===== src/rtl/flash_cmd_pkg.sv =====
package flash_cmd_pkg;

    localparam logic [10:0] UNLK_ADDR_A = 11'h555;
    localparam logic [10:0] UNLK_ADDR_B = 11'h2AA;

    localparam logic [7:0] CODE_UNLK_A  = 8'hAA;
    localparam logic [7:0] CODE_UNLK_B  = 8'h55;
    localparam logic [7:0] CODE_SETUP   = 8'h80;
    localparam logic [7:0] CODE_WHOLE   = 8'h10;
    localparam logic [7:0] CODE_SECTOR  = 8'h30;
    localparam logic [7:0] CODE_HALT    = 8'hB0;
    localparam logic [7:0] CODE_BYP_IN  = 8'h20;
    localparam logic [7:0] CODE_BYP_X1  = 8'h90;
    localparam logic [7:0] CODE_BYP_X2  = 8'h00;

    typedef enum logic [2:0] {
        SQ_READ, SQ_U1, SQ_U2, SQ_SETUP, SQ_U4, SQ_U5, SQ_BYP, SQ_BYP_X
    } seq_t;

    typedef enum logic [1:0] {EN_IDLE, EN_RUN, EN_SUSP} eng_t;

    typedef enum logic [1:0] {PH_PREP, PH_VFY, PH_ERASE} phase_t;

    typedef struct packed {
        logic whole;
        logic sector;
        logic halt;
        logic resume;
    } req_t;

    function automatic logic [31:0] seed_word(input int unsigned i);
        return (i * 32'h0000_0101) ^ 32'h0000_5A3C;
    endfunction

    function automatic logic [7:0] status_byte(input logic run, input logic held);
        logic [7:0] s;
        s    = 8'h00;
        s[7] = ~run;
        s[2] = held;
        return s;
    endfunction

endpackage


===== src/rtl/fcs_decoder.sv =====
module fcs_decoder
    import flash_cmd_pkg::*;
#(
    parameter int BUS_AW = 11,
    parameter int DATA_W = 16,
    parameter int MEM_AW = 6,
    parameter int SECT_AW = 4,
    localparam int SIW = MEM_AW - SECT_AW
) (
    input  logic              clk,
    input  logic              rst,
    input  logic              we,
    input  logic [BUS_AW-1:0] addr,
    input  logic [DATA_W-1:0] wdata,
    input  logic              eng_run,
    input  logic              eng_held,
    output req_t              req,
    output logic [SIW-1:0]    req_sect,
    output logic              bypass_on
);

    seq_t state, nxt;

    logic at_a, at_b;
    assign at_a = (addr == BUS_AW'(UNLK_ADDR_A));
    assign at_b = (addr == BUS_AW'(UNLK_ADDR_B));

    function automatic logic is_code(input logic [DATA_W-1:0] d, input logic [7:0] c);
        return d == DATA_W'(c);
    endfunction

    assign req_sect  = addr[MEM_AW-1:SECT_AW];
    assign bypass_on = (state == SQ_BYP) || (state == SQ_BYP_X);

    always_comb begin
        nxt = state;
        req = '0;
        if (we) begin
            if (eng_run) begin
                req.halt = is_code(wdata, CODE_HALT);
            end else if (eng_held) begin
                req.resume = is_code(wdata, CODE_SECTOR);
            end else begin
                case (state)
                    SQ_READ:  if (at_a && is_code(wdata, CODE_UNLK_A)) nxt = SQ_U1;
                    SQ_U1:    nxt = (at_b && is_code(wdata, CODE_UNLK_B)) ? SQ_U2 : SQ_READ;
                    SQ_U2: begin
                        if (at_a && is_code(wdata, CODE_SETUP))       nxt = SQ_SETUP;
                        else if (at_a && is_code(wdata, CODE_BYP_IN)) nxt = SQ_BYP;
                        else                                          nxt = SQ_READ;
                    end
                    SQ_SETUP: nxt = (at_a && is_code(wdata, CODE_UNLK_A)) ? SQ_U4 : SQ_READ;
                    SQ_U4:    nxt = (at_b && is_code(wdata, CODE_UNLK_B)) ? SQ_U5 : SQ_READ;
                    SQ_U5: begin
                        nxt = SQ_READ;
                        if (at_a && is_code(wdata, CODE_WHOLE)) req.whole = 1'b1;
                        else if (is_code(wdata, CODE_SECTOR))  req.sector = 1'b1;
                    end
                    SQ_BYP:   if (is_code(wdata, CODE_BYP_X1)) nxt = SQ_BYP_X;
                    SQ_BYP_X: nxt = is_code(wdata, CODE_BYP_X2) ? SQ_READ : SQ_BYP;
                    default:  nxt = SQ_READ;
                endcase
            end
        end
    end

    always_ff @(posedge clk) begin
        if (rst) state <= SQ_READ;
        else     state <= nxt;
    end

endmodule


===== src/rtl/fcs_engine.sv =====
module fcs_engine
    import flash_cmd_pkg::*;
#(
    parameter int MEM_AW = 6,
    parameter int SECT_AW = 4,
    parameter int DATA_W = 16,
    parameter int SUSP_DELAY = 3,
    localparam int SIW = MEM_AW - SECT_AW,
    localparam int NSECT = 1 << SIW,
    localparam int CW = $clog2(SUSP_DELAY + 2)
) (
    input  logic              clk,
    input  logic              rst,
    input  req_t              req,
    input  logic [SIW-1:0]    req_sect,
    input  logic [DATA_W-1:0] cur_data,
    output logic [MEM_AW-1:0] cur_idx,
    output logic              wr_en,
    output logic [DATA_W-1:0] wr_data,
    output logic              run,
    output logic              held,
    output logic              whole_mode,
    output logic [NSECT-1:0]  sel_mask
);

    eng_t              st;
    phase_t            ph;
    logic [MEM_AW-1:0] idx, first, last;
    logic              pend;
    logic [CW-1:0]     cnt;
    logic              work, finishing;

    assign work      = (st == EN_RUN) && !(pend && cnt == '0);
    assign finishing = (ph == PH_ERASE) && (idx == last);
    assign wr_en     = work && (ph != PH_VFY);
    assign wr_data   = (ph == PH_ERASE) ? '1 : '0;
    assign cur_idx   = idx;
    assign run       = (st == EN_RUN);
    assign held      = (st == EN_SUSP);

    always_ff @(posedge clk) begin
        if (rst) begin
            st         <= EN_IDLE;
            ph         <= PH_PREP;
            idx        <= '0;
            first      <= '0;
            last       <= '0;
            pend       <= 1'b0;
            cnt        <= '0;
            whole_mode <= 1'b0;
            sel_mask   <= '0;
        end else begin
            case (st)
                EN_IDLE: begin
                    pend <= 1'b0;
                    ph   <= PH_PREP;
                    if (req.whole) begin
                        st         <= EN_RUN;
                        whole_mode <= 1'b1;
                        sel_mask   <= '1;
                        first      <= '0;
                        last       <= '1;
                        idx        <= '0;
                    end else if (req.sector) begin
                        st         <= EN_RUN;
                        whole_mode <= 1'b0;
                        sel_mask   <= NSECT'(1) << req_sect;
                        first      <= {req_sect, {SECT_AW{1'b0}}};
                        last       <= {req_sect, {SECT_AW{1'b1}}};
                        idx        <= {req_sect, {SECT_AW{1'b0}}};
                    end
                end
                EN_RUN: begin
                    if (!work) begin
                        st   <= EN_SUSP;
                        pend <= 1'b0;
                    end else begin
                        case (ph)
                            PH_PREP: begin
                                if (idx == last) begin
                                    ph  <= PH_VFY;
                                    idx <= first;
                                end else idx <= idx + 1'b1;
                            end
                            PH_VFY: begin
                                if (cur_data != '0) ph <= PH_PREP;
                                else if (idx == last) begin
                                    ph  <= PH_ERASE;
                                    idx <= first;
                                end else idx <= idx + 1'b1;
                            end
                            PH_ERASE: begin
                                if (finishing) begin
                                    st         <= EN_IDLE;
                                    sel_mask   <= '0;
                                    whole_mode <= 1'b0;
                                end else idx <= idx + 1'b1;
                            end
                            default: ph <= PH_PREP;
                        endcase
                        if (pend) cnt <= cnt - 1'b1;
                        else if (req.halt && !whole_mode && !finishing) begin
                            pend <= 1'b1;
                            cnt  <= CW'(SUSP_DELAY);
                        end
                    end
                end
                EN_SUSP: if (req.resume) st <= EN_RUN;
                default: st <= EN_IDLE;
            endcase
        end
    end

endmodule


===== src/rtl/fcs_array.sv =====
module fcs_array
    import flash_cmd_pkg::*;
#(
    parameter int MEM_AW = 6,
    parameter int DATA_W = 16,
    localparam int DEPTH = 1 << MEM_AW
) (
    input  logic              clk,
    input  logic              rst,
    input  logic              wr_en,
    input  logic [MEM_AW-1:0] wr_idx,
    input  logic [DATA_W-1:0] wr_data,
    input  logic [MEM_AW-1:0] rd_idx,
    output logic [DATA_W-1:0] rd_data,
    output logic [DATA_W-1:0] wr_word
);

    logic [DATA_W-1:0] mem [DEPTH];

    assign rd_data = mem[rd_idx];
    assign wr_word = mem[wr_idx];

    always_ff @(posedge clk) begin
        if (rst) begin
            for (int i = 0; i < DEPTH; i++) mem[i] <= DATA_W'(seed_word(i));
        end else if (wr_en) begin
            mem[wr_idx] <= wr_data;
        end
    end

endmodule


===== src/rtl/flash_cmd_seq.sv =====
module flash_cmd_seq
    import flash_cmd_pkg::*;
#(
    parameter int BUS_AW = 11,
    parameter int DATA_W = 16,
    parameter int MEM_AW = 6,
    parameter int SECT_AW = 4,
    parameter int SUSP_DELAY = 3,
    localparam int SIW = MEM_AW - SECT_AW,
    localparam int NSECT = 1 << SIW
) (
    input  logic              clk,
    input  logic              rst,
    input  logic [BUS_AW-1:0] bus_addr,
    input  logic [DATA_W-1:0] bus_wdata,
    input  logic              bus_we,
    output logic [DATA_W-1:0] rd_data,
    output logic              busy,
    output logic              suspended,
    output logic              bypass_on
);

    req_t              req;
    logic [SIW-1:0]    req_sect;
    logic              eng_run, eng_held, eng_chip;
    logic [NSECT-1:0]  sel_mask;
    logic [MEM_AW-1:0] cur_idx;
    logic              wr_en;
    logic [DATA_W-1:0] wr_data, cur_data, arr_rd;
    logic              show_stat;

    fcs_decoder #(
        .BUS_AW(BUS_AW), .DATA_W(DATA_W), .MEM_AW(MEM_AW), .SECT_AW(SECT_AW)
    ) u_dec (
        .clk(clk), .rst(rst), .we(bus_we), .addr(bus_addr), .wdata(bus_wdata),
        .eng_run(eng_run), .eng_held(eng_held),
        .req(req), .req_sect(req_sect), .bypass_on(bypass_on)
    );

    fcs_engine #(
        .MEM_AW(MEM_AW), .SECT_AW(SECT_AW), .DATA_W(DATA_W), .SUSP_DELAY(SUSP_DELAY)
    ) u_eng (
        .clk(clk), .rst(rst), .req(req), .req_sect(req_sect),
        .cur_data(cur_data), .cur_idx(cur_idx), .wr_en(wr_en), .wr_data(wr_data),
        .run(eng_run), .held(eng_held), .whole_mode(eng_chip), .sel_mask(sel_mask)
    );

    fcs_array #(.MEM_AW(MEM_AW), .DATA_W(DATA_W)) u_arr (
        .clk(clk), .rst(rst), .wr_en(wr_en), .wr_idx(cur_idx), .wr_data(wr_data),
        .rd_idx(bus_addr[MEM_AW-1:0]), .rd_data(arr_rd), .wr_word(cur_data)
    );

    assign show_stat = eng_run || (eng_held && sel_mask[bus_addr[MEM_AW-1:SECT_AW]]);
    assign rd_data   = show_stat ? {{(DATA_W-8){1'b0}}, status_byte(eng_run, eng_held)}
                                 : arr_rd;
    assign busy      = eng_run;
    assign suspended = eng_held;

endmodule


===== config.mk =====
export PLATFORM = sky130hd
export DESIGN_NAME = flash_cmd_seq
export DESIGN_NICKNAME = d
export VERILOG_FILES = /design/src/rtl/flash_cmd_pkg.sv /design/src/rtl/fcs_decoder.sv /design/src/rtl/fcs_engine.sv /design/src/rtl/fcs_array.sv /design/src/rtl/flash_cmd_seq.sv
export SDC_FILE = /design/constraint.sdc
export NUM_CORES = 1
export LEC_CHECK = 0
export BUFFER_PORTS_ARGS = -buffer_cell sky130_fd_sc_hd__buf_2
export CAP_MARGIN = 10
export CORE_MARGIN = 1
export CORE_UTILIZATION = 35
export DETAILED_ROUTE_END_ITERATION = 12
export SLEW_MARGIN = 15
export SYNTH_ARGS = -nofsm -noshare
export SYNTH_HDL_FRONTEND = slang
export SYNTH_SLANG_ARGS = --single-unit
export TNS_END_PERCENT = 20

===== constraint.sdc =====
create_clock -name clk -period 4 [get_ports clk]
set_clock_uncertainty 0.15 [all_clocks]
set_input_delay 0.8 -clock clk [delete_from_list [all_inputs] [get_ports clk]]
set_output_delay 0.8 -clock clk [all_outputs]
set_load 0.005 [all_outputs]

# Word-level counts from Yosys, hierarchy flattened
# Memory sizes are Yosys's and may differ from the RTL's. A register that Yosys moved wholly into a read port is not among the register bits.
# Cells that the tools add are included.
# totals
inputBits,30
out_inout_bits,19
ram_bits,1024
register_bits,34
mem_count,1
# mem_list
memory,words,word_bits,read_ports,rd_clocked_by_memory_dff,write_ports,line,rtl
u_arr.mem,64,16,2,1,64,fcs_array.sv:18,logic [DATA_W-1:0] mem [DEPTH];
# op_classes
n_reduce_logical,34
shift,1
addsub,2
mux,74
n_lt_le_gt_ge,1
eq_ne,38
n_bitwise,2
# ops
cell,count
$mux W6,11
$eq A16 B8 Y1 const B,4
$mux W16,3
$eq A16 B6 Y1 const B,2
$mux W2,14
$mux W3,9
$mux W4,6
$pmux W3 S8,1
$mux W1,21
$pmux W6 S3,1
$eq A16 B5 Y1 const B,1
$eq A16 B7 Y1 const B,1
$logic_not A16 Y1,1
$reduce_bool A16 Y1,1
$reduce_or A16 Y1,1
$ne A3 B3 Y1 const B,5
$reduce_and A5 Y1,3
$eq A3 B3 Y1 const B,4
$logic_and A1 B1 Y1,12
$pmux W2 S3,2
$pmux W6 S2,1
$eq A11 B10 Y1 const B,1
$eq A11 B11 Y1 const B,1
$ne A2 B1 Y1 const B,5
27 further kinds,41

# Logic depth before layout (Yosys ltp)
# Gate-level depths: netlist (run 1).
# logic_depth
ltp_word,13
ltp_mapped,13
depth_no_buf,10

# By module
# Synthesis (run 1) repeated with hierarchy kept, for this count alone.
# hier_totals
cells_unflattened,4318
area_unflattened_um2,58220.8
# modules_own_cells
mod,instances,cells_each,area_per_inst_um2,seq_area_each_um2
fcs_array,1,3998,55678.4,30749.5
fcs_engine,1,198,1562.7,480.5
fcs_decoder,1,77,555.5,60.1
flash_cmd_seq,1,45,424.2,0.0

# Least setup slack after synthesis (run 1)
# OpenSTA, ideal clock, no wires.
# synth_path
kind,input-to-output
startpoint,input port bus_addr[0]
endpoint,output port rd_data[11]
required_ps,3050
t_arrival_ps,2932
path_buffers,6
cell_stages,12
setup_slack_ps,118
cell_sequence,buf_2 buf_4 buf_4 buf_4 buf_2 mux4_2 nand2_1 nand2_1 a32o_1 a221oi_1 nor2_1 buf_4
# synth_via
elab_chain_cells,2
# synth_rtl
item,line,rtl
"start, declared",flash_cmd_seq.sv:14,"input logic [BUS_AW-1:0] bus_addr,"
$mem_v2 Z64 W16,-,
$mux W16,flash_cmd_seq.sv:54,"assign rd_data = show_stat ? {{(DATA_W-8){1'b0}}, status_byte(eng_run, eng_held)}"
"end, declared",flash_cmd_seq.sv:17,"output logic [DATA_W-1:0] rd_data,"
# No other way between the ends.

# Worst setup path in the final report (run 1)
# layout_path
startpoint,input port bus_addr[0]
endpoint,output port rd_data[1]
# Same word-level chain as after synthesis.

==> run summary, run 1 <==
The TritonCTS buffer count came out at 17. The maximum count of clock buffers along a single path came out at 2. The average size of a mapped cell is 10.1 µm².

The share of layout cells above drive strength 1 came out at 0.213. The post-synthesis sequential element count came out at 161. The library cells used most frequently in the layout, excluding fill and tap cells, are 137 x sky130_fd_sc_hd__nand2_1, 128 x sky130_fd_sc_hd__edfxtp_1, 125 x sky130_fd_sc_hd__nor2_1, 68 x sky130_fd_sc_hd__buf_4, 63 x sky130_fd_sc_hd__mux4_2.

The root buffer cell chosen for the clock tree is sky130_fd_sc_hd__clkbuf_16. The placer congestion estimate came out at 0.947. The number of post-CTS setup repair buffers came out at 0. The total global-route track usage came out at 0.225.

The ratio of total power to cell area is 307 mW/mm². The maximum number of pins on one net before global-route repair came out at 98. Wires add up to 36.1 mm. The nature of the critical path endpoint is an output pin.

Leaving out fill and tap cells, the most frequent cell in the layout is sky130_fd_sc_hd__nand2_1. The initial antenna violation count came out at 1. The final hold slack is 309 ps. The antenna diode count came out at 0. The net count after synthesis came out at 1137. The number of max-slew violations in the final report is 0. The routing usage on met2 came out at 0.357. The first detailed-routing pass took 5 iterations. Clock-pin slew was measured on the worst setup and hold paths at 60 ps.

Max-cap violations in this run came to 0. The min-delay analysis places its worst path in the category flip-flop to flip-flop. The critical path required time is 3050 ps. The multi-input combinational cell area is 0.00611 mm². The final instance count without filler cells came out at 1549. The sink count of the clock tree is 161. The maximum operating frequency is 257 MHz. The number of nets in the layout came out at 1177. The transition time at the pin with the least slew margin came out at 1110 ps. Yosys mapped a number of flops with a built-in enable equal to 128.

Pin placement for this block handled 49 I/O pins. The die area came out at 0.0325 mm². The number of nets still failing antenna checks after routing came out at 0. The worst setup path is launched from a primary input. In this run the most used layer during global routing was met2. The most used flip-flop cell after synthesis is sky130_fd_sc_hd__edfxtp_1. After layout, the minimum clock period comes to 3900 ps.

The floorplan has 64 rows. The initial standard-cell utilization of the core is 0.360. The region available for standard cell placement spans 0.0309 mm². Of all flip-flops after synthesis, the portion carrying an async set or reset was 0. For met3 alone, demand over resource in global routing was 0.0459. The summed negative setup slack over all endpoints came out at 0 ps.

The area of the mapped netlist is 0.0111 mm². The overall die width is 180 µm. The count of routing violations after the opening detailed-route iteration came out at 928.

The ratio of routed vias to standard cells is 6.11. The static leakage came out at 4.19 nW. The final hold violation count is 0. The vertical extent of the die came out at 180 µm. The maximum net fanout on the critical path is 29. The count of input and output buffers is 48.

Setup repair after global routing left no endpoint under its margin. The share of the Yosys chip area taken by registers is 0.405. The first global-routing pass estimated 55.4 mm of wire.

The critical path is of the primary input to output pin type. The met1 demand-to-capacity share in global routing came out at 0.306. The count of mapped cells out of synthesis is 1100. The core utilization of the finished layout came out at 0.410. The total number of H-tree levels is 4. The worst supply voltage drop on vdd came out at 0.213 mV. Yosys printed 0 warnings. The via count of the first global-routing pass came out at 9120. The detailed-route wire length per cell came out at 23.3 µm. The count of different cell masters after synthesis came out at 82.

The final cycle utilization of the critical path came out at 0.974. The worst endpoint data arrival time came out at 2950 ps. The total half-perimeter wirelength after legalization and detailed placement came out at 27.0 mm. The number of DRC violations after detailed routing came out at 0. In this run the tightest slew margin relative to its limit is 0.257. The via count of the routed design came out at 9458. After detailed placement, the design holds a cell count of 1517. The clock network latency to the later pin of the worst-skew pair is 440 ps. TritonCTS built the clock tree. The worst-case reg-to-reg path depth came out at 8.

Setup violations remaining at the end of the flow were counted as 0. The number of cells on the worst hold path is 2. For this run the aggregate overflow at the end of global routing stands at 0.

The area taken by flip-flops and latches is 0.00451 mm². The filler cell count is 2957. The area growth from synthesis to layout came out at 14.0%. The run finished with clean final reports.
==> cells in the mapped netlist (5+ instances only) <==
master | count | area share
sky130_fd_sc_hd__a22oi_1 | 5 | 0.0034
sky130_fd_sc_hd__o21ai_0 | 14 | 0.0063
sky130_fd_sc_hd__buf_1 | 8 | 0.0027
sky130_fd_sc_hd__nor4_1 | 9 | 0.0051
sky130_fd_sc_hd__o211ai_1 | 8 | 0.0054
sky130_fd_sc_hd__mux2_2 | 8 | 0.0081
sky130_fd_sc_hd__a221oi_1 | 5 | 0.0039
sky130_fd_sc_hd__inv_1 | 16 | 0.0054
sky130_fd_sc_hd__nand4_1 | 9 | 0.0051
sky130_fd_sc_hd__a21o_1 | 36 | 0.024
sky130_fd_sc_hd__mux2i_1 | 44 | 0.040
sky130_fd_sc_hd__a211oi_1 | 25 | 0.017
sky130_fd_sc_hd__o31a_1 | 5 | 0.0039
sky130_fd_sc_hd__nand3_1 | 29 | 0.013
sky130_fd_sc_hd__nor2b_1 | 32 | 0.018
sky130_fd_sc_hd__clkbuf_1 | 53 | 0.018
sky130_fd_sc_hd__nor3b_1 | 10 | 0.0068
sky130_fd_sc_hd__dfxtp_1 | 33 | 0.059
sky130_fd_sc_hd__a211o_1 | 13 | 0.010
sky130_fd_sc_hd__ha_1 | 7 | 0.0079
sky130_fd_sc_hd__nor2_1 | 125 | 0.042
sky130_fd_sc_hd__mux4_2 | 63 | 0.13
sky130_fd_sc_hd__and3_1 | 10 | 0.0056
sky130_fd_sc_hd__nor3_1 | 23 | 0.010
sky130_fd_sc_hd__and2_1 | 9 | 0.0051
sky130_fd_sc_hd__o311ai_0 | 6 | 0.0047
sky130_fd_sc_hd__nand2_1 | 137 | 0.046
sky130_fd_sc_hd__edfxtp_1 | 128 | 0.35
sky130_fd_sc_hd__buf_2 | 29 | 0.013
sky130_fd_sc_hd__buf_4 | 10 | 0.0068
sky130_fd_sc_hd__o32ai_1 | 5 | 0.0039
sky130_fd_sc_hd__nand2b_1 | 14 | 0.0079
sky130_fd_sc_hd__a21oi_1 | 42 | 0.019
sky130_fd_sc_hd__a31oi_1 | 13 | 0.0073
sky130_fd_sc_hd__o21bai_1 | 32 | 0.022
==> layout make-up <==
class / count / share of cell area
flip-flops and latches: 161 / 0.355
multi-input cells: 819 / 0.482
well taps: 396 / 0.0391
repair buffers: 123 / 0.0720
clock buffers: 24 / 0.0415
inverters: 18 / 0.00533
clock inverters: 8 / 0.00464
==> cell families after synthesis <==
group                      after synthesis  synth area share
DFF                                    161             0.405
buffers and inverters                  120            0.0485
AOI/OAI and AO/OA                      251             0.167
adders and majority gates                7           0.00788
muxes                                  118             0.179
and+or+nand+nor                        439             0.189
xor gates and xnor gates                 4           0.00315
==> where the power goes <==
group	internal [mW]	switching [mW]	total (mW)	leakage [nW]
logic	0.203	0.224	0.427	2.54
registers	1.82	0.0270	1.85	1.36
clock network	0.930	0.683	1.61	0.292
==> timing repair <==
action,CTS,global route
hold buffers,0,0
endpoints found under the setup margin,0,14
gates resized for setup,0,7
==> registers in the layout, indices dropped and copies added, names as in the netlist, 2 cells and up, named ones only <==
register	cells
u_arr.mem	128
u_eng.cur_idx	6
u_eng.sel_mask	4
u_dec.state	3
u_eng.cnt	3
u_eng.last	3
u_eng.first	2
u_eng.ph	2
u_eng.st	2
==> per-layer routing <==
| layer | share of wire | wire length [µm] | vias to the layer above |
|---|---|---|---|
| li1 | - | - | 4252 |
| met1 | 0.43 | 15600 | 4695 |
| met2 | 0.46 | 16700 | 452 |
| met3 | 0.081 | 2930 | 57 |
| met4 | 0.026 | 935 | 2 |
| met5 | 0.00022 | 8 | - |
==> metrics by stage <==
stage	cell area (µm²)	total power, mW	setup WS, ps
after floorplan	11100	2.15	118
after global routing	12700	4.00	45.7
after CTS	12700	3.89	65.7
after detailed placement	12100	2.30	54.8
final	12700	3.89	103
after global placement	12100	2.30	74.4
==> critical path: stages <==
cell and delay, ps:
sky130_fd_sc_hd__buf_4 130, sky130_fd_sc_hd__buf_12 200, sky130_fd_sc_hd__mux4_2 540, sky130_fd_sc_hd__mux4_2 520
sky130_fd_sc_hd__mux4_2 460, sky130_fd_sc_hd__nor2b_1 140, sky130_fd_sc_hd__buf_2 140
==> worst paths after layout <==
| path | slack [ps] | from | endpoint |
|---|---|---|---|
| min | 310 | u_eng.sel_mask[2]$_SDFFE_PP0P_ | u_eng.sel_mask[2]$_SDFFE_PP0P_ |
| min reg2reg | 310 | u_eng.sel_mask[2]$_SDFFE_PP0P_ | u_eng.sel_mask[2]$_SDFFE_PP0P_ |
| max reg2reg | 670 | u_eng.st[0]$_SDFFE_PP0P_ | u_arr.mem[2][13]$_SDFFCE_PN0P_ |
| max | 100 | bus_addr[0] | rd_data[1] |
Note: power is estimated with default switching activity, not from simulation.
==> run 2: changes to the inputs <==
- ABC_AREA: default -> 1
- clock period: 4 -> 3.95 ns (I/O delays scaled with it)
==> run summary, run 2 <==
The average size of a mapped cell came out at 6.78 µm² (-33%). The core box area is 0.0309 mm² (unchanged). The count of input and output buffers was 48 (unchanged). The transition time at the pin with the least slew margin was 1130 ps (+19.3 ps).

The total non-filler cell area in the finished layout is 0.0122 mm² (-3.4%). The die area is 0.0325 mm² (about the same). The antenna diode count came out at 0 (unchanged). The maximum number of pins on one net before global-route repair is 53 (-46%).

The most critical setup path has its endpoint at rd_data[9]. In the post-synthesis netlist, the biggest area contributors are sky130_fd_sc_hd__edfxtp_1 35%, sky130_fd_sc_hd__nand2_1 16%, sky130_fd_sc_hd__nor2_1 8.5%, sky130_fd_sc_hd__inv_1 7.4%, sky130_fd_sc_hd__dfxtp_1 5.9%. STA classifies the critical path startpoint as a primary input. The area of the mapped netlist was 0.0111 mm² (about the same). The post-synthesis async set-or-reset flop share came to 0 (unchanged). The total number of H-tree levels is 4 (unchanged). The initial antenna violation count was 0 (-1). The worst hold-check path type is flip-flop to flip-flop.

The number of max-slew violations in the final report is 0 (unchanged). The area growth from synthesis to layout came out at 10.1%. The number of setup violations in the final report came out at 0 (unchanged). The initial standard-cell utilization of the core is 0.360 (about the same). The sum of met2 wire segment lengths after detailed routing is 15.8 mm (-5.7%). The final hold violation count came out at 0 (unchanged). The share of the synthesized area in the top cell type came out at 0.346 (about the same).

The number of nets in the layout is 1697 (+44%). The most critical setup path has its startpoint at bus_addr[1]. The flow ran to the end, and the final reports show no timing, DRC or antenna violations. The ratio of routed vias to standard cells came to 5.29 (-13%). The kind of critical path is primary input to output pin.

The cell taking the most area after synthesis is sky130_fd_sc_hd__edfxtp_1. The via count of the routed design is 10947 (+16%). The post-synthesis sequential element count is 161 (unchanged). The maximum net fanout on the critical path came to 13 (-55%). The final cycle utilization of the critical path is 0.945. The vertical extent of the die was 180 µm (about the same). The fraction of the yosys area taken by sequential cells is 0.405 (about the same). The worst supply voltage drop on vdd was 0.296 mV (+39%). The clock-pin slew of the registers on the worst-case setup and hold paths is 70 ps (about the same).

The summed negative setup slack over all endpoints came to 0 ps (unchanged). The clock network latency to the later pin of the worst-skew pair is 450 ps (about the same). The TritonCTS buffer count came to 17 (unchanged). The commonest non-fill, non-tap cell in the layout is sky130_fd_sc_hd__nand2_1. The total global-route track usage came to 0.224 (-0.000915).

The leftover overflow at the end of global routing is 0 (unchanged). STA classifies the critical path endpoint as an output pin. The via count of the first global-routing pass came to 10044 (+10%). The highest metal layer carrying signal wires in the routed design is met4. The iteration count of the initial detailed-routing pass came out at 6 (+1).

The total detailed-routing wirelength is 36.0 mm (-0.52%). The global-route wire length before repair is 56.0 mm (+1.0%). The number of violations of the max-capacitance limit is 0 (unchanged). The worst register-to-register path begins at u_eng.st[0]$_SDFFE_PP0P_. The count of flip-flops with a built-in enable after synthesis is 128 (unchanged). The post-layout minimum cycle time came out at 3730 ps.

The detailed-route wire length per cell is 17.4 µm (-26%). Sorting the synthesized cells by how often they occur yields 476 x sky130_fd_sc_hd__nand2_1, 252 x sky130_fd_sc_hd__nor2_1, 220 x sky130_fd_sc_hd__inv_1. The yosys synthesis warning count was 0 (unchanged).

The TritonCTS clock tree is built. The static leakage came out at 5.07 nW (+21%). The worst-case reg-to-reg path depth is 10 (+2). The sink count of the clock tree is 161 (unchanged). The detailed-routed wire length on met3 came to 2.93 mm (+0.14%). The critical path required time came out at 3010 ps (-40 ps). The number of post-CTS setup repair buffers came out at 0 (unchanged).

The total half-perimeter wirelength after legalization and detailed placement came out at 26.5 mm (-1.9%). Setup repair after global routing left no endpoint under its margin. The detailed-routing wirelength on met1 is 16.1 mm (+3.7%).

The maximum count of clock buffers along a single path came out at 2 (unchanged). The worst endpoint data arrival time is 2790 ps (-160 ps). In the post-synthesis netlist, the cell with the most instances is sky130_fd_sc_hd__nand2_1.

The filler cell count came out at 3248 (+9.8%). The overall die width came out at 180 µm (about the same). The number of DRC violations after detailed routing came out at 0 (unchanged). Timing would allow up to 268 MHz. The number of rows in the core area came out at 64 (unchanged). The count of different cell masters after synthesis is 49 (-40%). The library cells used most frequently in the layout, excluding fill and tap cells, are 476 x sky130_fd_sc_hd__nand2_1, 252 x sky130_fd_sc_hd__nor2_1, 219 x sky130_fd_sc_hd__inv_1, 128 x sky130_fd_sc_hd__edfxtp_1, 110 x sky130_fd_sc_hd__o21ai_0. In the synthesized netlist the dominant register cell turns out to be sky130_fd_sc_hd__edfxtp_1. The number of nets still failing antenna checks after routing came out at 0 (unchanged). The ratio of total power to cell area is 318 mW/mm² (+3.5%). The count of routing violations after the opening detailed-route iteration came out at 1296 (+40%). The placer congestion estimate is 0.976 (+3.1%). The setup slack of the most critical reg-to-reg path came out at 730 ps (+60 ps). In this run the critical register-to-register path is captured at u_arr.mem[46][14]$_SDFFCE_PN1P_. The worst slew slack as a fraction of its limit is 0.244 (-0.0137). CTS placed an instance of sky130_fd_sc_hd__clkbuf_16 at the clock tree root. The count of boundary I/O pins came out at 49 (unchanged).

The flip-flop count of the largest register after layout is 128 (unchanged). More flip-flops sit in one register than any other, and that register is u_arr.mem. The area of placed instances was 0.0117 mm² (-3.3%).

The share of layout cells above drive strength 1 came to 0.0956 (-0.118). The count of mapped cells out of synthesis is 1640 (+49%). The net count after synthesis came out at 1677 (+47%).
## run 2: changes by cell type after synthesis, moves of 21 or more
cell,previous run,this run
sky130_fd_sc_hd__a211oi_1,25,4
sky130_fd_sc_hd__a21o_1,36,0
sky130_fd_sc_hd__a21oi_1,42,84
sky130_fd_sc_hd__clkbuf_1,53,25
sky130_fd_sc_hd__inv_1,16,220
sky130_fd_sc_hd__mux2i_1,44,0
sky130_fd_sc_hd__mux4_2,63,0
sky130_fd_sc_hd__nand2_1,137,476
sky130_fd_sc_hd__nand3_1,29,94
sky130_fd_sc_hd__nor2_1,125,252
sky130_fd_sc_hd__nor2b_1,32,0
sky130_fd_sc_hd__o21ai_0,14,110
sky130_fd_sc_hd__o21bai_1,32,0
## run 2: cells by family (layout without fill, tap and decap cells)
logic type	after synthesis	in the layout	synth area share
adders and majority gates	7	7	0.00787
AOI/OAI and AO/OA	266	266	0.135
xor gates and xnor gates	3	3	0.00236
DFF	161	161	0.405
and+or+nand+nor	888	888	0.331
buffers and inverters	315	348	0.120
## run 2: critical path: stages
cell and delay, ps:
sky130_fd_sc_hd__buf_2 260, sky130_fd_sc_hd__inv_2 110, sky130_fd_sc_hd__nand2_4 110, sky130_fd_sc_hd__inv_2 160, sky130_fd_sc_hd__a21oi_1 300, sky130_fd_sc_hd__nand3_1 110, sky130_fd_sc_hd__nand2_1 70, sky130_fd_sc_hd__nand2_1 40
sky130_fd_sc_hd__nor3_1 340, sky130_fd_sc_hd__o22a_1 220, sky130_fd_sc_hd__a31oi_1 100, sky130_fd_sc_hd__buf_2 160
## run 2: metrics by stage
stage	power (mW)	worst slack, ps	util	hold WS [ps]	std cells
CTS	3.90	235	0.396	331	2069
global placement	2.30	335	0.378	312	2037
global route	4.02	81.2	0.396	357	2069
detailed placement	2.30	244	0.378	321	2037
finish	3.89	218	0.396	335	2069
floorplan	2.15	854	-	289	1640
## run 2: layout make-up
cell class	instances	area, µm²	share of cell area
Timing Repair Buffer	76	475	0.0388
Clock buffer	18	429	0.0351
Inverter	240	907	0.0741
Tap cell	396	495	0.0405
Sequential cell	161	4510	0.368
Clock inverter	14	131	0.0107
Multi-Input combinational cell	1164	5300	0.433
## run 2: worst min-delay path by stage
stage,startpoint,end,slack (ps),depth (start not counted)
finish,u_eng.last[4]$_SDFFE_PP0P_,u_eng.last[4]$_SDFFE_PP0P_,330,2
CTS,u_eng.last[4]$_SDFFE_PP0P_,u_eng.last[4]$_SDFFE_PP0P_,330,2
detailed placement,u_eng.cnt[0]$_SDFFE_PP0P_,u_eng.cnt[0]$_SDFFE_PP0P_,320,1
global placement,u_eng.last[4]$_SDFFE_PP0P_,u_eng.last[4]$_SDFFE_PP0P_,310,2
global route,u_eng.last[4]$_SDFFE_PP0P_,u_eng.last[4]$_SDFFE_PP0P_,360,2
floorplan,u_eng.cnt[0]$_SDFFE_PP0P_,u_eng.cnt[0]$_SDFFE_PP0P_,290,1
## run 2: power breakdown
part           switching (mW)  internal (mW)  total (mW)  leakage [nW]
registers              0.0154           1.84        1.86          1.36
logic                   0.287          0.133       0.420          3.45
clock network           0.735          0.874        1.61         0.259
total                    1.04           2.85        3.89          5.07
## run 2: what timing repair did
action | 4_1_cts | 5_1_grt
resized for setup | 0 | 1
endpoints found under the setup margin | 0 | 1
hold endpoints to repair | 0 | 0
hold buffers | 0 | 0
## run 2: per-layer routing
metal / vias up / GRT usage
li1: 5324 / -
met3: 60 / 0.0402
met4: 0 / 0.0940
met2: 488 / 0.346
met5: - / 0
met1: 5075 / 0.308
